--- config.mk ---
export PLATFORM = sky130hd
export DESIGN_NAME = gpio_bank_irq
export DESIGN_NICKNAME = d
export VERILOG_FILES = /design/src/rtl/gpb_pkg.sv /design/src/rtl/gpb_sync.sv /design/src/rtl/gpb_edge.sv /design/src/rtl/gpb_group_irq.sv /design/src/rtl/gpio_bank_irq.sv
export SDC_FILE = /design/constraint.sdc
export NUM_CORES = 1
export LEC_CHECK = 0
export BUFFER_PORTS_ARGS = -buffer_cell sky130_fd_sc_hd__buf_2
export CAP_MARGIN = 20
export CORE_MARGIN = 5
export CORE_UTILIZATION = 40
export CTS_CLUSTER_DIAMETER = 150
export CTS_CLUSTER_SIZE = 14
export DETAILED_ROUTE_END_ITERATION = 8
export GPL_ROUTABILITY_DRIVEN = 0
export GPL_TIMING_DRIVEN = 0
export PLACE_DENSITY = 0.61
export SYNTH_ARGS = -nofsm -noshare
export SYNTH_HDL_FRONTEND = slang
export SYNTH_HIERARCHICAL = 1
export SYNTH_SLANG_ARGS = --single-unit
--- constraint.sdc ---
create_clock -name clk -period 5.44 [get_ports clk]
set_input_delay 1.088 -clock clk [delete_from_list [all_inputs] [get_ports clk]]
set_output_delay 1.088 -clock clk [all_outputs]
set_load 0.005 [all_outputs]
--- src/rtl/gpb_pkg.sv ---
// Shared register offsets and constants for the grouped-interrupt pin bank.
// Assumes a 32-bit register interface addressed by word offset.
package gpb_pkg;
    localparam int unsigned DATA_W = 32;
    localparam int unsigned ADDR_W = 4;

    typedef enum logic [ADDR_W-1:0] {
        RA_DIR    = 4'd0,
        RA_INV    = 4'd1,
        RA_VAL    = 4'd2,
        RA_SET    = 4'd3,
        RA_CLR    = 4'd4,
        RA_CAUSE  = 4'd5,
        RA_MASK_A = 4'd6,
        RA_MASK_B = 4'd7,
        RA_CTRL   = 4'd8
    } reg_addr_e;

    localparam logic [DATA_W-1:0] CTRL_CONST = 32'h11FF_0000;
    localparam int unsigned       LVL_BIT    = 10;
endpackage

--- src/rtl/gpb_sync.sv ---
// Two-flop synchroniser for a vector of asynchronous pin inputs.
// Assumes each bit is independent; no bus coherency is implied.
module gpb_sync #(
    parameter int unsigned W = 32
) (
    input  logic         clk,
    input  logic         rst_n,
    input  logic [W-1:0] async_in,
    output logic [W-1:0] sync_out
);
    logic [W-1:0] stage1_q;
    logic [W-1:0] stage2_q;

    // Two register stages; both clear on reset.
    always_ff @(posedge clk) begin
        if (!rst_n) begin
            stage1_q <= '0;
            stage2_q <= '0;
        end else begin
            stage1_q <= async_in;
            stage2_q <= stage1_q;
        end
    end

    assign sync_out = stage2_q;
endmodule

--- src/rtl/gpb_edge.sv ---
// Edge detector that compares the effective input level with the stored
// value bit. Only pins configured as inputs (direction 0) produce edges.
// Assumes the value register is the only record of the last seen level.
module gpb_edge #(
    parameter int unsigned W = 32
) (
    input  logic [W-1:0] eff_lvl,
    input  logic [W-1:0] value_q,
    input  logic [W-1:0] dir_q,
    output logic [W-1:0] rise,
    output logic [W-1:0] fall
);
    // A mismatch between level and stored value is an edge on an input pin.
    always_comb begin
        rise = ~dir_q &  eff_lvl & ~value_q;
        fall = ~dir_q & ~eff_lvl &  value_q;
    end
endmodule

--- src/rtl/gpb_group_irq.sv ---
// One interrupt flop per group of GRP_SIZE pins. Set by a masked rising
// edge; released by the mode-selected rule. Setting wins over releasing.
// Assumes cause_next and value_next already hold this cycle's updates.
module gpb_group_irq #(
    parameter int unsigned NUM_PINS = 32,
    parameter int unsigned GRP_SIZE = 8,
    localparam int unsigned NUM_GRPS = NUM_PINS / GRP_SIZE
) (
    input  logic                clk,
    input  logic                rst_n,
    input  logic [NUM_PINS-1:0] rise,
    input  logic [NUM_PINS-1:0] fall,
    input  logic [NUM_PINS-1:0] mask_q,
    input  logic [NUM_PINS-1:0] cause_next,
    input  logic [NUM_PINS-1:0] value_next,
    input  logic                cause_wr,
    input  logic                level_mode,
    output logic [NUM_GRPS-1:0] irq
);
    for (genvar g = 0; g < NUM_GRPS; g++) begin : g_grp
        logic set_g;
        logic rel_lvl;
        logic rel_edge;
        logic irq_q;

        // Set and release conditions for this group.
        always_comb begin
            set_g    = |(rise[g*GRP_SIZE +: GRP_SIZE] & mask_q[g*GRP_SIZE +: GRP_SIZE]);
            rel_lvl  = level_mode & (|fall[g*GRP_SIZE +: GRP_SIZE])
                       & ~(|value_next[g*GRP_SIZE +: GRP_SIZE]);
            rel_edge = ~level_mode & cause_wr
                       & ~(|cause_next[g*GRP_SIZE +: GRP_SIZE]);
        end

        // Group interrupt state; set has priority.
        always_ff @(posedge clk) begin
            if (!rst_n)                 irq_q <= 1'b0;
            else if (set_g)             irq_q <= 1'b1;
            else if (rel_lvl | rel_edge) irq_q <= 1'b0;
        end

        assign irq[g] = irq_q;
    end
endmodule

--- src/rtl/gpio_bank_irq.sv ---
// Top of the pin bank: register file, read mux, synchroniser, edge
// detection and group interrupts. Register writes take effect on the
// clock edge with reg_wr high; reads are combinational from reg_addr.
// Assumes NUM_PINS <= 32 and NUM_PINS a multiple of GRP_SIZE.
module gpio_bank_irq
    import gpb_pkg::*;
#(
    parameter int unsigned NUM_PINS = 32,
    parameter int unsigned GRP_SIZE = 8,
    localparam int unsigned NUM_GRPS = NUM_PINS / GRP_SIZE
) (
    input  logic                clk,
    input  logic                rst_n,
    input  logic                reg_wr,
    input  logic [3:0]          reg_addr,
    input  logic [31:0]         reg_wdata,
    output logic [31:0]         reg_rdata,
    input  logic [NUM_PINS-1:0] pin_in,
    output logic [NUM_PINS-1:0] pin_out,
    output logic [NUM_PINS-1:0] pin_oe,
    output logic [NUM_GRPS-1:0] irq_grp
);
    reg_addr_e          ra;
    logic [NUM_PINS-1:0] wd;
    logic [NUM_PINS-1:0] dir_q, inv_q, val_q, cause_q, mask_q;
    logic                lvl_q;
    logic [NUM_PINS-1:0] sync_lvl, eff_lvl, rise, fall;
    logic [NUM_PINS-1:0] sw_val, val_next, cause_next;
    logic                cause_wr;

    assign ra = reg_addr_e'(reg_addr);
    assign wd = reg_wdata[NUM_PINS-1:0];

    gpb_sync #(.W(NUM_PINS)) sync_i (
        .clk      (clk),
        .rst_n    (rst_n),
        .async_in (pin_in),
        .sync_out (sync_lvl)
    );

    // Apply per-pin polarity inversion.
    assign eff_lvl = sync_lvl ^ inv_q;

    gpb_edge #(.W(NUM_PINS)) edge_i (
        .eff_lvl (eff_lvl),
        .value_q (val_q),
        .dir_q   (dir_q),
        .rise    (rise),
        .fall    (fall)
    );

    // Software effect on output bits, then pin edges on input bits.
    always_comb begin
        sw_val = val_q;
        if (reg_wr) begin
            case (ra)
                RA_VAL:  sw_val = (val_q & ~dir_q) | (wd & dir_q);
                RA_SET:  sw_val = val_q | (wd & dir_q);
                RA_CLR:  sw_val = val_q & ~(wd & dir_q);
                default: sw_val = val_q;
            endcase
        end
        val_next   = (sw_val | rise) & ~fall;
        cause_wr   = reg_wr && (ra == RA_CAUSE);
        cause_next = (cause_wr ? wd : cause_q) | rise;
    end

    // Register file state.
    always_ff @(posedge clk) begin
        if (!rst_n) begin
            dir_q   <= '0;
            inv_q   <= '0;
            val_q   <= '0;
            cause_q <= '0;
            mask_q  <= '0;
            lvl_q   <= 1'b0;
        end else begin
            val_q   <= val_next;
            cause_q <= cause_next;
            if (reg_wr) begin
                case (ra)
                    RA_DIR:              dir_q  <= wd;
                    RA_INV:              inv_q  <= wd;
                    RA_MASK_A, RA_MASK_B: mask_q <= wd;
                    RA_CTRL:             lvl_q  <= reg_wdata[LVL_BIT];
                    default: ;
                endcase
            end
        end
    end

    gpb_group_irq #(.NUM_PINS(NUM_PINS), .GRP_SIZE(GRP_SIZE)) irq_i (
        .clk        (clk),
        .rst_n      (rst_n),
        .rise       (rise),
        .fall       (fall),
        .mask_q     (mask_q),
        .cause_next (cause_next),
        .value_next (val_next),
        .cause_wr   (cause_wr),
        .level_mode (lvl_q),
        .irq        (irq_grp)
    );

    // Read multiplexer; strobe registers read as zero.
    always_comb begin
        case (ra)
            RA_DIR:               reg_rdata = DATA_W'(dir_q);
            RA_INV:               reg_rdata = DATA_W'(inv_q);
            RA_VAL:               reg_rdata = DATA_W'(val_q);
            RA_CAUSE:             reg_rdata = DATA_W'(cause_q);
            RA_MASK_A, RA_MASK_B: reg_rdata = DATA_W'(mask_q);
            RA_CTRL:              reg_rdata = CTRL_CONST | (DATA_W'(lvl_q) << LVL_BIT);
            default:              reg_rdata = '0;
        endcase
    end

    assign pin_out = val_q;
    assign pin_oe  = dir_q;
endmodule

Word-level counts from Yosys, hierarchy flattened
Index checks and enable logic that the tools add are counted.
W data, S select, Z words.

word-level totals
  word-level logic and storage cells = 107
  register bits after elaboration = 229
  output and inout bits = 100

cells by class
  reductions and logical operators = 27
  mux-type cells = 12
  equality and inequality tests = 8
  bitwise gates (word level) = 48

operator list
  cell                  number
  $and A32 B32 Y32      8
  $pmux W32 S6          1
  $not A32 Y32          5
  $or A32 B32 Y32       4
  $reduce_or A8 Y1      16
  $pmux W32 S3          1
  $mux W32              2
  $and A8 B8 Y8         4
  $xor A32 B32 Y32      1
  $eq A4 B3 Y1 const B  4
  $and A1 B1 Y1         13
  $not A1 Y1            9
  $eq A4 B2 Y1 const B  2
  $mux W1               8
  $reduce_and A2 Y1     4
  $reduce_bool A2 Y1    4
  $eq A4 B1 Y1 const B  1
  $eq A4 B4 Y1 const B  1
  $logic_not A4 Y1      1
  $or A1 B1 Y1          4
  $reduce_or A2 Y1      1
  $logic_and A1 B1 Y1   1

Longest topological paths before layout
Gate-level depths: netlist (run 1).

  word-level depth = 13
  depth in mapped cells = 11
  gate-level depth less buffers = 9

Cells and area by module
Netlist (run 1), hierarchy kept.

modules (own cells, without submodules)
  module         area each (um^2)  times used  sequential area each (um^2)  cells each
  gpio_bank_irq  8384.3            1           3223.1                       1016
  gpb_sync       1791.7            1           1281.2                       134
  gpb_group_irq  600.6             1           80.1                         74
  gpb_edge       480.5             1           0.0                          64

Worst setup path before layout (run 1)
No wires, ideal clock.

  kind = input -> output
  start = input reg_addr[3]
  end = output reg_rdata[23]
  stages on the path = 7
  setup slack = 1926 ps
  required time = 4352 ps
  arrival = 2426 ps
  cell sequence = buf_2 and4bb_2 buf_2 clkbuf_1 clkbuf_1 a222oi_1 nand2_1

on the way
  longest elaborated chain between the ends = 3
  elaborated cells on any way between the ends = 9
  classes of those cells = 6 x eq/ne; 1 x mux; 2 x reduce/logical

RTL lines
  element             line                  text
  start: declaration  gpio_bank_irq.sv:15   input logic [3:0] reg_addr,
  $eq A4 B3 Y1        gpio_bank_irq.sv:107  case (ra)
  $reduce_or A2 Y1    gpio_bank_irq.sv:107
  $pmux W32 S6 (*)    gpio_bank_irq.sv:107
  end: declaration    gpio_bank_irq.sv:17   output logic [31:0] reg_rdata,

Mark *: on every way between the ends. The rest lies on a longest branch, timed or not.

Worst setup path in the final report (run 1)
  start = input reg_addr[0]
  end = output reg_rdata[16]

The elaborated chain is that of the path after synthesis.

==> flow_metrics.py, run 1 <==
metrics = {
    "clock_tree": {
        "h-tree-depth": 1,
        "cts.path.max_buffers": 3,
        "cts_resized": 0,
        "post-cts-setup-buffer-count": 0,
        "cts_buffers": 20,
        "hold_buffers": 0,
        "clk_pin_slew_worst_paths_ps": 70,
        "worstSkewPairLatency_ps": 530,
        "cts_tree": "done",
        "cts_root_buffer": "clkbuf_16",
        "clock_sinks": 229,
    },
    "global_route": {
        "grt_antenna_before_repair": 2,
        "overflow": 0,
        "grt_max_degree": 15,
        "grt_pass1_wl_microns": 63100,
        "grt_pass1_vias": 10162,
        "track_usage": 0.260,
    },
    "worst_setup_path": {
        "worst_r2r_endpoint": "irq_i/g_grp[1].irq_q",
        "critPathKind": "input pin to output port",
        "cp-start-kind": "input pin",
        "cp-end-kind": "output port",
        "cp.required_ps": 4350,
        "reg2regPathDepth": 8,
        "cp_max_fo": 10,
        "r2r_slack_ps": 3140,
        "arrival_ps": 3600,
        "reg2reg_from": "pin_oe[13]",
    },
    "sta": {
        "worst_slew_pin_slew_ps": 1020,
        "final_max_slew_viol_count": 0,
        "rsz0062_at_grt": "no",
        "max_freq_mhz": 214,
        "min_period_over_period": 0.861,
        "tns_ps": 0,
        "layout_min_cycle_time_ps": 4680,
        "finalSetupViolations": 0,
        "slew_headroom": 0.311,
        "finalHoldViolations": 0,
        "fin_skew_ps": 24.6,
    },
    "worst_hold_path": {
        "min_path_type": "flop to flop",
        "min_to": "sync_i/sync_out[30]",
        "worstHoldStart": "sync_i/stage1_q[30]",
        "min_path_cells": 1,
    },
    "detailed_routing": {
        "drtIter0Drc": 1251,
        "drc": 0,
        "vias": 10986,
        "m1WireLength_microns": 18500,
        "dr_wl_met3_microns": 4340,
        "wl_microns": 42600,
        "viasPerCell": 5.91,
        "postRouteAntennaNets": 0,
        "highest_layer": "met5",
        "wire_per_inst_microns": 22.9,
        "met2_length_microns": 18200,
        "first_pass_iters": 6,
    },
    "pwr": {
        "ir_drop_uv": 150,
        "powerDensity_nw_per_um2": 275,
        "p_leak_nw": 5.51,
        "finalPower_w": 0.00360,
    },
    "die": {
        "start_util": 0.405,
        "ios": 171,
        "core_area_sq_um": 27800,
        "num_rows": 61,
        "dieArea_sq_um": 31600,
        "die_width_microns": 178,
        "die_h_microns": 178,
    },
    "logic_synthesis": {
        "yosysSeqAreaShare": 0.407,
        "synth_warnings": 6,
        "syn_inst": 1288,
        "netlist_area_sq_um": 11300,
        "syn_nets": 1359,
        "synth_edf_count": 0,
        "ys.flop_type": "dfxtp_1",
        "ys_ff_latch": 229,
        "ys_async_sr_fraction": 0,
        "yosysUniqueCellTypes": 49,
        "syn_avg_cell_area_sq_um": 8.74,
    },
    "finish": {
        "design_area_sq_um": 13100,
        "final_core_util": 0.472,
        "final_cell_mix": "nand2_1, dfxtp_1, buf_2",
        "final_nets": 1551,
        "final_common_cell": "nand2_1",
        "drive_gt1_frac": 0.223,
        "area_growth_pct": 16.5,
    },
    "place": {
        "hpwl_microns": 30800,
        "port-buffer-count": 169,
        "place_area_sq_um": 12600,
    },
    "status": {
        "run_status": "finished clean",
    },
    "run": {
        "max_cap_violations": 0,
    },
}
worst max-delay path, cell delays in order:
cell,delay (ps)
buf_2,140
clkbuf_1,320
nor4b_1,960
clkbuf_1,650
a221oi_1,140
nand2_1,170
buf_2,130
area by class of cell:
| cell class | instances | area (sq um) |
|---|---|---|
| inverter | 2 | 7.51 |
| buffer | 98 | 433 |
| timing repair buffer | 170 | 851 |
| tap | 378 | 473 |
| multi-input combinational | 959 | 6230 |
| clock inverter | 2 | 27.5 |
| clock buffer | 20 | 500 |
| sequential | 229 | 4580 |
| antenna | 1 | 2.50 |
| fill | 2845 | 14700 |
stage by stage:
step | worst slack, ps | std cells | hold WS, ps
final | 756 | 1859 | 440
after global routing | 751 | 1859 | 453
after CTS | 880 | 1858 | 446
after detailed placement | 911 | 1836 | 431
after global placement | 520 | 1835 | 427
after floorplan | 1930 | 1288 | 426
routing by layer:
| layer | GRT usage | vias to the layer above |
|---|---|---|
| met5 | 0 | - |
| met4 | 0.0841 | 2 |
| met3 | 0.0618 | 102 |
| met2 | 0.394 | 582 |
| met1 | 0.366 | 5264 |
| li1 | - | 5036 |
report_power, final:
| part | switching, W | internal (W) |
|---|---|---|
| Clock | 0.000649 | 0.000660 |
| Combinational | 0.000293 | 0.000197 |
| Sequential | 0.0000579 | 0.00174 |
| Total | 0.00100 | 0.00260 |
synth_stat cells, types with 20 or more instances:
cell / n / area [sq um]
nand2_1: 246 / 923
nor3b_1: 103 / 773
a21boi_0: 59 / 443
and3_1: 32 / 200
dfxtp_1: 229 / 4580
a221oi_1: 20 / 175
a22oi_1: 50 / 375
xor2_1: 33 / 289
a21oi_1: 39 / 195
nor2_1: 23 / 86.3
a211o_1: 32 / 280
and2_1: 42 / 263
nand3_1: 34 / 170
a31o_2: 23 / 201
clkbuf_1: 71 / 267
a21boi_1: 38 / 285
and2_2: 64 / 480
state kept, by name, indices dropped and copies added (netlist names):
name and count:
cause_q 32, pin_out 32, pin_oe 32, lvl_q 1, mask_q 32, sync_i/sync_out 32, irq_i/g_grp.irq_q 4, inv_q 32
sync_i/stage1_q 32
cells by family after synthesis:
kind of cell    Yosys count  share of synthesized area
buf+inv                 100                     0.0391
flops                   229                      0.407
xor+xnor                 33                     0.0257
compound gates          330                      0.234
simple gates            596                      0.294
worst max path at each step:
stage | startpoint | to | slack, ps | depth (start not counted)
after global placement | reg_addr[0] | reg_rdata[18] | 520 | 7
after floorplan | reg_addr[3] | reg_rdata[23] | 1930 | 7
after CTS | reg_addr[3] | reg_rdata[31] | 880 | 9
after detailed placement | reg_addr[3] | reg_rdata[0] | 910 | 9
final | reg_addr[0] | reg_rdata[16] | 760 | 7
after global routing | reg_addr[3] | reg_rdata[5] | 750 | 9
Note: power is estimated with default switching activity, not from simulation.
==> run 2: changes to the inputs <==
--- a/config.mk
+++ b/config.mk
@@ -17,5 +17,4 @@
 export PLACE_DENSITY = 0.61
 export SYNTH_ARGS = -nofsm -noshare
 export SYNTH_HDL_FRONTEND = slang
-export SYNTH_HIERARCHICAL = 1
 export SYNTH_SLANG_ARGS = --single-unit
==> run 2 against run 1 <==
  * Die area is 7.2% lower
  * First-iteration DRC count up 31%
  * Clock power hardly changed
  * Total power decreased by 3.7%
  * Routed wire length fell by 0.89%
  * Count of clock-buffer cells in the layout up 1
  * Register-to-register slack worse by 50 ps
  * Synthesized area shrank 7.6%
==> flow_metrics.py, run 2 <==
metrics = {
    "status": {
        "run_status": "finished clean",
    },
    "worst_setup_path": {
        "cp_max_fo": 10,
        "crit_path_cell_trace": "buf_2, nor4bb_1, clkbuf_1, clkbuf_1, clkbuf_1, a221oi_1, nand2_1, buf_2",
        "crit_path_top_delay_cell": "clkbuf_1",
        "cp-end-kind": "output port",
        "arrival_ps": 3950,
        "r2r_slack_ps": 3090,
        "critPathKind": "input pin to output port",
        "slowest_delay_ps": 730,
        "cp.required_ps": 4350,
        "cp-start-kind": "input pin",
        "crit_path_frequent_cell": "clkbuf_1",
    },
    "logic_synthesis": {
        "synth_warnings": 0,
        "ys_ff_latch": 229,
        "netlist_area_sq_um": 10400,
        "synth_top_area_frac": 0.441,
        "syn_inst": 1277,
        "yosysSeqAreaShare": 0.441,
        "synth_edf_count": 0,
        "ys.flop_type": "dfxtp_1",
        "yosysUniqueCellTypes": 74,
        "synth_area_leaders": "dfxtp_1, nand2_1, a21oi_1",
        "synth_top_area_cell": "dfxtp_1",
        "syn_nets": 1348,
        "synth.most_common_cell": "nand2_1",
        "ys_async_sr_fraction": 0,
        "synth.top_cells.by_count": "nand2_1, dfxtp_1, a21oi_1",
        "syn_avg_cell_area_sq_um": 8.15,
    },
    "sta": {
        "tns_ps": 0,
        "final_max_slew_viol_count": 0,
        "min_period_over_period": 0.926,
        "setup_ws_ps": 403,
        "rsz0062_at_grt": "no",
        "slew_headroom": 0.356,
        "finalSetupViolations": 0,
        "worst_slew_pin_slew_ps": 966,
        "fin_skew_ps": 13.8,
        "layout_min_cycle_time_ps": 5040,
        "holdWs_ps": 420,
        "finalHoldViolations": 0,
        "max_freq_mhz": 199,
    },
    "die": {
        "die_h_microns": 171,
        "start_util": 0.403,
        "num_rows": 59,
        "dieArea_sq_um": 29300,
        "die_width_microns": 171,
        "ios": 171,
        "core_area_sq_um": 25800,
    },
    "detailed_routing": {
        "drtIter0Drc": 1645,
        "postRouteAntennaNets": 0,
        "wire_per_inst_microns": 23.4,
        "first_pass_iters": 6,
        "vias": 10785,
        "drc": 0,
        "viasPerCell": 5.98,
        "wl_microns": 42300,
    },
    "finish": {
        "area_growth_pct": 17.3,
        "final_common_cell": "nand2_1",
        "final_cell_mix": "nand2_1, dfxtp_1, buf_2",
        "final_nets": 1537,
        "drive_gt1_frac": 0.150,
    },
    "global_route": {
        "overflow": 0,
        "grt_pass1_vias": 10064,
        "track_usage": 0.278,
        "grt_pass1_wl_microns": 62000,
        "grt_antenna_before_repair": 5,
        "grt_max_degree": 15,
    },
    "pwr": {
        "powerDensity_nw_per_um2": 284,
        "p_leak_nw": 4.88,
        "finalPower_w": 0.00347,
        "ir_drop_uv": 223,
    },
    "place": {
        "pre_cts_slack_ps": 608,
        "port-buffer-count": 166,
        "hpwl_microns": 29800,
    },
    "clock_tree": {
        "clock_sinks": 229,
        "cts_tree": "done",
        "cts_resized": 0,
        "h-tree-depth": 1,
        "cts.path.max_buffers": 3,
        "post-cts-setup-buffer-count": 0,
        "cts_buffers": 20,
        "clk_pin_slew_worst_paths_ps": 60,
        "worstSkewPairLatency_ps": 510,
        "cts_root_buffer": "clkbuf_16",
        "hold_buffers": 0,
    },
    "run": {
        "max_cap_violations": 0,
    },
    "worst_hold_path": {
        "min_path_type": "flop to flop",
    },
}
run 2: cell count changes after synthesis, sizes merged, moves of 16 or more:
cell / delta
a21oi: +99
a21boi: -95
nor3b: -88
nor2: +43
a211o: -32
nor3: +23
a31o: -21
nand2: +21
xor2: -21
xnor2: +20
and3: -17
a221oi: -16
and2: -16
run 2: metal layers:
layer,global-route usage,wire length (microns)
met4,0.107,1780
met3,0.0584,5010
met1,0.390,17400
met2,0.421,18100
met5,0,37
run 2: kinds of logic after synthesis:
kind of cell / share of synthesized area
AO/OA/AOI/OAI: 0.213
XOR/XNOR: 0.0269
buffers and inverters: 0.0387
flip-flops: 0.441
multiplexers: 0.00674
AND/OR/NAND/NOR: 0.274
run 2: per-stage QoR:
step                std cells  area, sq um  utilization
global route             1804        12200        0.472
floorplan                1277        10400            -
global placement         1778        11700        0.451
detailed placement       1778        11700        0.451
CTS                      1800        12200        0.472
finish                   1804        12200        0.472
run 2: worst paths after layout:
check	from	end	cells after the start
worst min register to register	sync_i.stage1_q[31]	sync_i.sync_out[31]	1
worst max register to register	inv_q[18]	irq_i.g_grp[2].irq_q	7
worst min-delay path	sync_i.stage1_q[31]	sync_i.sync_out[31]	1
worst max-delay path	reg_addr[2]	reg_rdata[28]	8
run 2: critical path, delay by kind of cell:
kind,cells,cell delay [ps]
AND/OR/NAND/NOR,2,570
buffers and inverters,5,2070
AO/OA/AOI/OAI,1,220
run 2: final cells by class:
cell class	instances	area (sq um)
Buffer	86	373
Antenna cell	3	7.51
Sequential cell	229	4580
Tap cell	335	419
Clock inverter	1	11.3
Inverter	8	30.0
Multi-Input combinational cell	954	5410
Timing Repair Buffer	167	836
Clock buffer	21	526
Fill cell	2664	13600
run 2: report_power, final:
group | switching [W] | internal [W] | leakage [nW]
clock | 0.000631 | 0.000685 | 0.265
combinational | 0.000241 | 0.000128 | 2.75
sequential | 0.0000469 | 0.00174 | 1.87
